<file path="src/rtl/flash_op_pkg.sv">
// Package: shared operation codes and sequencer states.
// Assumes: 2-bit operation code on the host side.
package flash_op_pkg;
    typedef enum logic [1:0] {
        OPK_PROG = 2'd0,
        OPK_SECT = 2'd1,
        OPK_CHIP = 2'd2,
        OPK_NONE = 2'd3
    } op_kind_e;

    typedef enum logic [2:0] {
        ST_IDLE  = 3'd0,
        ST_PWR   = 3'd1,
        ST_PWAIT = 3'd2,
        ST_ZERO  = 3'd3,
        ST_FILL  = 3'd4,
        ST_TMO   = 3'd5
    } seq_state_e;
endpackage

</file>
<file path="src/rtl/flash_op_timer.sv">
// Operation counter: cleared at start, advanced every running cycle.
// Reports minimum program time reached and time limit reached.
// Assumes: the limit input is held stable while an operation runs.
module flash_op_timer #(
    parameter int TMR_W       = 16,
    parameter int PROG_CYCLES = 8
) (
    input  logic             clk,
    input  logic             rst_n,
    input  logic             clr,
    input  logic             inc,
    input  logic [TMR_W-1:0] limit,
    output logic             lim_hit,
    output logic             min_hit
);
    localparam logic [TMR_W-1:0] MIN_C = TMR_W'(PROG_CYCLES);

    logic [TMR_W-1:0] cnt_q;

    // Count running cycles; restart on each accepted operation.
    always_ff @(posedge clk) begin
        if (!rst_n)      cnt_q <= '0;
        else if (clr)    cnt_q <= '0;
        else if (inc)    cnt_q <= cnt_q + 1'b1;
    end

    // Threshold compares used by the sequencer.
    always_comb begin
        lim_hit = (cnt_q >= limit);
        min_hit = (cnt_q >= MIN_C);
    end
endmodule

</file>
<file path="src/rtl/flash_op_sweep.sv">
// Address sweeper for erase passes: one address per step over a sector
// or the full array. Assumes SECT_W < ADDR_W.
module flash_op_sweep #(
    parameter int ADDR_W = 8,
    parameter int SECT_W = 2
) (
    input  logic              clk,
    input  logic              rst_n,
    input  logic              clr,
    input  logic              step,
    input  logic              whole,
    input  logic [ADDR_W-1:0] base,
    output logic [ADDR_W-1:0] addr,
    output logic              last
);
    localparam int LOW_W = ADDR_W - SECT_W;

    logic [ADDR_W-1:0] idx_q;

    // Walk the index; cleared at the start of each pass.
    always_ff @(posedge clk) begin
        if (!rst_n)     idx_q <= '0;
        else if (clr)   idx_q <= '0;
        else if (step)  idx_q <= idx_q + 1'b1;
    end

    generate
        if (SECT_W > 0) begin : g_sect
            // Compose address from sector bits and in-sector index.
            always_comb begin
                addr = whole ? idx_q : {base[ADDR_W-1:LOW_W], idx_q[LOW_W-1:0]};
                last = whole ? (&idx_q) : (&idx_q[LOW_W-1:0]);
            end
        end else begin : g_flat
            // Without sectors every erase covers the whole array.
            always_comb begin
                addr = idx_q;
                last = &idx_q;
            end
        end
    endgenerate
endmodule

</file>
<file path="src/rtl/flash_op_status.sv">
// Read-path mux: array byte when idle, status byte when busy.
// Holds the toggle indicator. Assumes an 8-bit data bus.
module flash_op_status (
    input  logic       clk,
    input  logic       rst_n,
    input  logic       clr,
    input  logic       busy,
    input  logic       rd_strobe,
    input  logic       tgt_msb,
    input  logic       timed_out,
    input  logic [7:0] arr_rdata,
    output logic [7:0] rd_data
);
    logic tog_q;

    // Toggle indicator: zeroed at start, inverted per busy read.
    always_ff @(posedge clk) begin
        if (!rst_n)                  tog_q <= 1'b0;
        else if (clr)                tog_q <= 1'b0;
        else if (busy && rd_strobe)  tog_q <= ~tog_q;
    end

    // Select status byte or array byte for the host.
    always_comb begin
        if (busy) rd_data = {~tgt_msb, tog_q, timed_out, 5'b00000};
        else      rd_data = arr_rdata;
    end
endmodule

</file>
<file path="src/rtl/flash_op_sequencer.sv">
// Top: embedded program/erase sequencer. Accepts an operation when idle,
// owns the array port while busy, programs with an AND so bits only clear,
// erases by a zero pass then an FFh pass, and holds on timeout until a
// reset command. Assumes time_limit is stable during an operation.
module flash_op_sequencer
    import flash_op_pkg::*;
#(
    parameter int ADDR_W      = 8,
    parameter int SECT_W      = 2,
    parameter int TMR_W       = 16,
    parameter int PROG_CYCLES = 8
) (
    input  logic              clk,
    input  logic              rst_n,
    input  logic              op_start,
    input  logic [1:0]        op_kind,
    input  logic [ADDR_W-1:0] op_addr,
    input  logic [7:0]        op_data,
    input  logic [TMR_W-1:0]  time_limit,
    input  logic              rd_strobe,
    input  logic [ADDR_W-1:0] host_addr,
    input  logic              reset_cmd,
    input  logic [7:0]        arr_rdata,
    output logic [ADDR_W-1:0] arr_addr,
    output logic              arr_we,
    output logic [7:0]        arr_wdata,
    output logic [7:0]        rd_data,
    output logic              busy,
    output logic              done
);
    seq_state_e        state_q, state_d;
    logic [7:0]        tgt_q;
    logic [ADDR_W-1:0] paddr_q;
    logic              whole_q;
    logic              done_q;
    logic              accept, running, erasing;
    logic              lim_hit, min_hit;
    logic              sw_last, sw_clr;
    logic [ADDR_W-1:0] sw_addr;
    op_kind_e          kind;

    // Decode the start request.
    always_comb begin
        kind    = op_kind_e'(op_kind);
        accept  = (state_q == ST_IDLE) && op_start && (kind != OPK_NONE);
        erasing = (state_q == ST_ZERO) || (state_q == ST_FILL);
        running = erasing || (state_q == ST_PWR) || (state_q == ST_PWAIT);
        sw_clr  = accept || ((state_q == ST_ZERO) && sw_last && !lim_hit);
    end

    flash_op_timer #(.TMR_W(TMR_W), .PROG_CYCLES(PROG_CYCLES)) timer_i (
        .clk(clk), .rst_n(rst_n), .clr(accept), .inc(running),
        .limit(time_limit), .lim_hit(lim_hit), .min_hit(min_hit)
    );

    flash_op_sweep #(.ADDR_W(ADDR_W), .SECT_W(SECT_W)) sweep_i (
        .clk(clk), .rst_n(rst_n), .clr(sw_clr), .step(erasing),
        .whole(whole_q), .base(paddr_q), .addr(sw_addr), .last(sw_last)
    );

    flash_op_status status_i (
        .clk(clk), .rst_n(rst_n), .clr(accept), .busy(busy),
        .rd_strobe(rd_strobe), .tgt_msb(tgt_q[7]),
        .timed_out(state_q == ST_TMO), .arr_rdata(arr_rdata), .rd_data(rd_data)
    );

    // Next-state logic of the operation sequencer.
    always_comb begin
        state_d = state_q;
        case (state_q)
            ST_IDLE:  if (accept) state_d = (kind == OPK_PROG) ? ST_PWR : ST_ZERO;
            ST_PWR:   state_d = ST_PWAIT;
            ST_PWAIT: begin
                if (min_hit && (arr_rdata == tgt_q)) state_d = ST_IDLE;
                else if (lim_hit)                    state_d = ST_TMO;
            end
            ST_ZERO: begin
                if (lim_hit)      state_d = ST_TMO;
                else if (sw_last) state_d = ST_FILL;
            end
            ST_FILL: begin
                if (sw_last)      state_d = ST_IDLE;
                else if (lim_hit) state_d = ST_TMO;
            end
            ST_TMO:   if (reset_cmd) state_d = ST_IDLE;
            default:  state_d = ST_IDLE;
        endcase
    end

    // State, completion pulse and latched operation fields.
    always_ff @(posedge clk) begin
        if (!rst_n) begin
            state_q <= ST_IDLE;
            done_q  <= 1'b0;
            tgt_q   <= 8'hFF;
            paddr_q <= '0;
            whole_q <= 1'b0;
        end else begin
            state_q <= state_d;
            done_q  <= running && (state_d == ST_IDLE);
            if (accept) begin
                tgt_q   <= (kind == OPK_PROG) ? op_data : 8'hFF;
                paddr_q <= op_addr;
                whole_q <= (kind == OPK_CHIP);
            end
        end
    end

    // Array port ownership and write data.
    always_comb begin
        case (state_q)
            ST_PWR, ST_PWAIT: arr_addr = paddr_q;
            ST_ZERO, ST_FILL: arr_addr = sw_addr;
            default:          arr_addr = host_addr;
        endcase
        arr_we    = (state_q == ST_PWR) || erasing;
        if (state_q == ST_PWR)       arr_wdata = arr_rdata & tgt_q;
        else if (state_q == ST_ZERO) arr_wdata = 8'h00;
        else                         arr_wdata = 8'hFF;
        busy = (state_q != ST_IDLE);
        done = done_q;
    end
endmodule

</file>
<file path="config.mk">
export PLATFORM = sky130hd
export DESIGN_NAME = flash_op_sequencer
export DESIGN_NICKNAME = d
export VERILOG_FILES = /design/src/rtl/flash_op_pkg.sv /design/src/rtl/flash_op_timer.sv /design/src/rtl/flash_op_sweep.sv /design/src/rtl/flash_op_status.sv /design/src/rtl/flash_op_sequencer.sv
export SDC_FILE = /design/constraint.sdc
export NUM_CORES = 1
export LEC_CHECK = 0
export ABC_CLOCK_PERIOD_IN_PS = 2480
export BUFFER_PORTS_ARGS = -buffer_cell sky130_fd_sc_hd__buf_2
export CAP_MARGIN = 30
export CORE_MARGIN = 5
export CORE_UTILIZATION = 26
export DETAILED_ROUTE_END_ITERATION = 8
export PLACE_DENSITY = 0.58
export SLEW_MARGIN = 20
export SYNTH_ARGS = -nofsm -noshare
export SYNTH_HDL_FRONTEND = slang
export SYNTH_SLANG_ARGS = --single-unit
</file>
<file path="constraint.sdc">
create_clock -name clk -period 2.48 [get_ports clk]
set_input_delay 0.124 -clock clk [delete_from_list [all_inputs] [get_ports clk]]
set_output_delay 0.124 -clock clk [all_outputs]
set_load 0.01 [all_outputs]
</file>
==> Yosys cells after proc, flatten, opt, wreduce, memory -nomap -nowiden <==
Cells that the tools add are included.
{ "totals": {"word_cells": 62, "output_inout_bits": 27, "in_bits": 55, "register_bits": 46} }
{ "classes": {"bitwise_logic": 4, "add_sub_neg": 2, "n_lt_le_gt_ge": 2, "n_eq_ne": 8, "n_mux": 16, "n_reduce_logical": 22} }
{ "op_table": {"columns": ["op", "count"], "rows": [
  ["8-bit 2-to-1 mux", 5],
  ["3-bit 2-to-1 mux", 7],
  ["3-bit case mux with 6 select lines", 1],
  ["16-bit by 1-bit adder with 16-bit output, second input constant", 1],
  ["16-bit >= comparator", 1],
  ["16-bit by 4-bit >= comparator with 1-bit output, second input constant", 1],
  ["8-bit case mux with 2 select lines", 1],
  ["8-bit by 1-bit adder with 8-bit output, second input constant", 1],
  ["8-bit bitwise AND", 1],
  ["8-bit == test", 1],
  ["8-bit AND reduction", 1],
  ["2-bit OR reduction", 4],
  ["1-bit logical AND", 7],
  ["3-bit by 2-bit == test with 1-bit output, second input constant", 2],
  ["3-bit == test, second input constant", 2],
  ["3-bit zero test", 2],
  ["6-bit AND reduction", 1],
  ["1-bit logical OR", 4],
  ["3-bit by 1-bit == test with 1-bit output, second input constant", 1],
  ["1-bit inverter", 3],
  ["3-bit nonzero test", 1],
  ["2-bit == test, second input constant", 1],
  ["2-bit zero test", 1],
  ["2-bit 2-to-1 mux", 1],
  ["3 further kinds", 3]
]} }

==> Longest topological paths before layout <==
{ "depth": {"ltp_word": 7, "mapped_depth": 8, "ltp_nobuf": 7} }

==> Modules after synthesis <==
From an unflattened synthesis, not the netlist that was laid out.
{ "hier_totals": {"hier_cells": 402, "area_unflattened_um2": 3243.1} }
{ "modules_own_cells": {"columns": ["module", "instances", "cells_per_inst", "area_each_um2", "seq_area_each_um2"], "rows": [
  ["flash_op_sequencer", 1, 196, 1462.7, 420.4],
  ["flash_op_timer", 1, 142, 1201.2, 320.3],
  ["flash_op_sweep", 1, 49, 427.9, 160.2],
  ["flash_op_status", 1, 15, 151.4, 20.0]
]} }

==> Worst setup path after synthesis <==
OpenSTA, ideal clock, no wires.
{ "synth_path": {"kind": "flip-flop to flip-flop", "from": "register tgt_q[5]", "to": "register state_q[0]", "path_stages_with_launch": 7, "setup_time_ps": 119, "path_buffers": 0, "slack_ps": 567, "t_arrival_ps": 1794, "required_time_ps": 2361, "synth_period_minus_slack_ps": 1913, "path_cell_list": "dfxtp_1 -> ha_1 -> or4_1 -> nor2_1 -> nand2_1 -> a211o_1 -> o221a_1"} }
{ "synth_between": {"elab_chain_cells": 4} }
{ "synth_rtl": {"columns": ["element", "line_no", "source"], "rows": [
  ["start, declared", "flash_op_sequencer.sv:32", "logic [7:0] tgt_q;"],
  ["start signal, assigned", "flash_op_sequencer.sv:102", "tgt_q <= (kind == OPK_PROG) ? op_data : 8'hFF;"],
  ["8-bit == test", "flash_op_sequencer.sv:74", "if (min_hit && (arr_rdata == tgt_q)) state_d = ST_IDLE;"],
  ["1-bit logical AND", "flash_op_sequencer.sv:74", null],
  ["3-bit 2-to-1 mux", "flash_op_sequencer.sv:74", null],
  ["3-bit case mux with 6 select lines", "flash_op_sequencer.sv:70", "case (state_q)"],
  ["end signal, assigned", "flash_op_sequencer.sv:99", "state_q <= state_d;"],
  ["end, declared", "flash_op_sequencer.sv:31", "seq_state_e state_q, state_d;"]
]} }
Every way passes these cells.
A chain may end at the register's enable or synchronous reset.

==> Worst setup path after layout <==
{ "layout_path": {"from": "register state_q[1]", "to": "output port arr_addr[5]"} }
{ "layout_between": {"elab_chain_cells": 3, "word_cells_on_any_way": 7, "classes_between": "eq/ne: 4; mux: 1; reduce/logical: 2"} }
{ "layout_rtl": {"columns": ["element", "line_no", "source"], "rows": [
  ["3-bit == test, or another cell as far along", "flash_op_sequencer.sv:111", "case (state_q)"],
  ["2-bit OR reduction", "flash_op_sequencer.sv:111", null],
  ["8-bit case mux with 2 select lines (*)", "flash_op_sequencer.sv:111", null],
  ["end, declared", "flash_op_sequencer.sv:24", "output logic [ADDR_W-1:0] arr_addr,"]
]} }
Every way passes the cells marked *; elsewhere a longest branch is shown, timed or not.

==> flow_summary.ini <==
[run_status]
status = complete, no violations

[die]
core-area_mm2 = 0.0108
start_util_pct = 26.6
rows = 38
die-area_mm2 = 0.0133
io_pins = 82
die_h_um = 115
die_w_um = 115

[global_route]
antenna_found_initial = 0
grtUsageMet2_pct = 19.1
grt_pass1_vias = 2674
grtUsageMet3_pct = 2.47
grt-busiest-layer = met2
overflow = 0
grt_first_pass_wirelength_mm = 12.4
grt_max_degree = 25
grt.total_usage_pct = 11.5
use_met1_pct = 15.1

[worst_setup_path]
worstSetupPathType = flop to output pin
path_max_fanout = 13
worstSetupEndpointType = output pin
rr_endpoint = state_q[0]$_SDFF_PN0_
r2r_slack_ns = 0.39
start_kind = flop
r2r_start = tgt_q[5]$_SDFFE_PN1P_
reg2reg_depth = 6
worst_ep_required_time_ns = 2.36
worstPathArrival_ns = 2.11

[power_and_ir_drop]
total_power_w = 0.00163
p_leak_nw = 1.55
powerDensity_mw_per_mm2 = 463
irDropWorstVdd_v = 0.000226

[clocking]
clkLatencyLatePin_ns = 0.30
clkTransAtPathRegs_ns = 0.09
cts_root_buf = clkbuf_8
cts-resized-gates = 0
clockBufferDepth = 2
cts-htree-levels = 2
clkSinkCount = 46
cts_hold_buf = 0
cts_buffers = 5
post_cts_buffers = 0
tritoncts = yes

[detailed_routing]
drt_iter0_drc = 101
drc = 0
avgRoutedWirePerCell_um = 13.0
dr.pass1.iters = 4
num_vias = 2778
route.antenna.remaining_nets = 0
viasPerCell = 4.73
wl_mm = 7.64

[yosys]
syn_area_mm2 = 0.00288
synth_edf_count = 0
yosys_warnings = 0
yosys-top-cells-count = nand2_1 (57), dfxtp_1 (46), inv_1 (31), nor2_1 (31), ha_1 (27)
synth_area_leader_cell = dfxtp_1
async_reset_ff_share_pct = 0
syn_area_per_cell_um2 = 7.89
yosysTopAreaCellShare_pct = 32.0
yosysMostFrequentCell = nand2_1
ys.flop_type = dfxtp_1
synth-seq-cells = 46
synth_cell_types = 52
synth_cells = 365
synth_fp_nets = 447
ys_seq_area_share_pct = 32.0
ys_top_cells_by_area = dfxtp_1 (32%), ha_1 (12%), nand2_1 (7.4%)

[layout]
seq_area_um2 = 921
layout.nets = 529
drive_gt1_share_pct = 22.8
final.fill_count = 1183
diodes = 0
syn2layout_area_growth_pct = 22.0
multi_input_area_mm2 = 0.00176

[timing]
relSlewSlack_pct = 66.9
fmax_ghz = 0.447
min_period_over_period_pct = 90.1
fin_skew_ns = 0.0148
worst_pin_slew_ns = 0.496
setup_viol = 0
maxSlewViolCount = 0
finalCriticalPeriod_ns = 2.24
hold_violations = 0
rsz0062_at_grt = no
tns_ns = 0

[min_path]
min_to = tgt_q[2]$_SDFFE_PN1P_
hold_start = op_data[2]
hp-class = primary input to flop
whs_path_depth = 2

[placement]
io_buffers = 81
gp_congestion = 0.817
dp_hpwl_mm = 6.18

[flow_run]
cap_viol_max_count = 0
-- state kept, by name, indices dropped and copies added, names as in the netlist --
name	flops
state_q	3
status_i.tog_q	1
timer_i.cnt_q	16
tgt_q	8
whole_q	1
done	1
sweep_i.idx_q	8
paddr_q	8
-- worst max-delay path, cell delays in order (launching register included) --
cell and delay (ns):
dfxtp_1 0.47, or3b_2 0.56, nand2_1 0.38, a22oi_1 0.18, nand2_1 0.09, buf_2 0.13
-- area by class of cell --
| type | count | area share [%] |
|---|---|---|
| Timing Repair Buffer | 88 | 13.0 |
| Multi-Input combinational cell | 273 | 50.1 |
| Sequential cell | 46 | 26.2 |
| Clock buffer | 7 | 2.17 |
| Inverter | 33 | 3.53 |
| Tap cell | 140 | 4.99 |
-- routing by layer --
layer	part of all wire (%)	vias up	routed length, um
met5	0	-	0
met4	1.2	0	89
met3	6.8	8	520
met2	47	74	3570
met1	45	1263	3460
li1	-	1433	-
-- how the worst max path moves through the flow --
stage                                         end  depth (start not counted)                      startpoint
global route                          arr_addr[2]                          5           state_q[1]$_SDFF_PN0_
detailed placement          state_q[0]$_SDFF_PN0_                          6           tgt_q[5]$_SDFFE_PN1P_
floorplan                   state_q[0]$_SDFF_PN0_                          6           tgt_q[5]$_SDFFE_PN1P_
finish                                arr_addr[5]                          5           state_q[1]$_SDFF_PN0_
global placement    sweep_i.idx_q[1]$_SDFFE_PP0N_                          7  timer_i.cnt_q[11]$_SDFFE_PP0P_
CTS                                   arr_addr[2]                          5           state_q[1]$_SDFF_PN0_
-- kinds of logic after synthesis --
group / count (synthesis) / share of synthesized area, %
and+or+nand+nor: 149 / 25.3
AOI/OAI and AO/OA: 76 / 17.6
buffers and inverters: 46 / 6.95
DFF: 46 / 32.0
adders and majority gates: 27 / 11.7
xor gates and xnor gates: 19 / 5.78
muxes: 2 / 0.695
-- cell usage in the layout, fill, tap and decap left out, types with 2 or more instances in the layout --
cell type,n
and3_1,3
buf_2,81
a21oi_1,17
nand3_1,8
a21boi_0,8
and2_1,5
dfxtp_1,46
xor2_1,7
clkbuf_1,2
ha_1,27
nor4_1,4
or3_1,6
nand2_1,57
a22oi_1,6
o21ai_0,21
nor3b_1,2
clkbuf_8,5
nor3_1,11
o22ai_1,2
o22a_1,8
or4_1,2
buf_4,7
a32oi_1,2
inv_1,31
nand3b_1,2
nand4_1,7
a221o_1,3
mux2i_1,2
nor2_1,31
xnor2_1,12
nor2b_1,2
-- stage by stage --
step	area, um2	setup slack [ns]	hold slack (ns)	util (%)	std cells
2_1_floorplan	2880	0.567	0.243	-	365
3_3_place_gp	3440	0.460	0.339	31.7	580
3_5_place_dp	3440	0.416	0.342	31.7	580
4_1_cts	3510	0.196	0.0210	32.4	587
5_1_grt	3510	0.0912	0.0234	32.4	587
6_report	3510	0.245	0.0278	32.4	587
-- power by group --
part           total [W]  switching [W]  internal, W
Combinational   0.000395       0.000226     0.000169
Sequential      0.000794      0.0000299     0.000764
Clock           0.000439       0.000244     0.000195
Total            0.00163       0.000500      0.00113
Note: power is estimated with default switching activity, not from simulation.
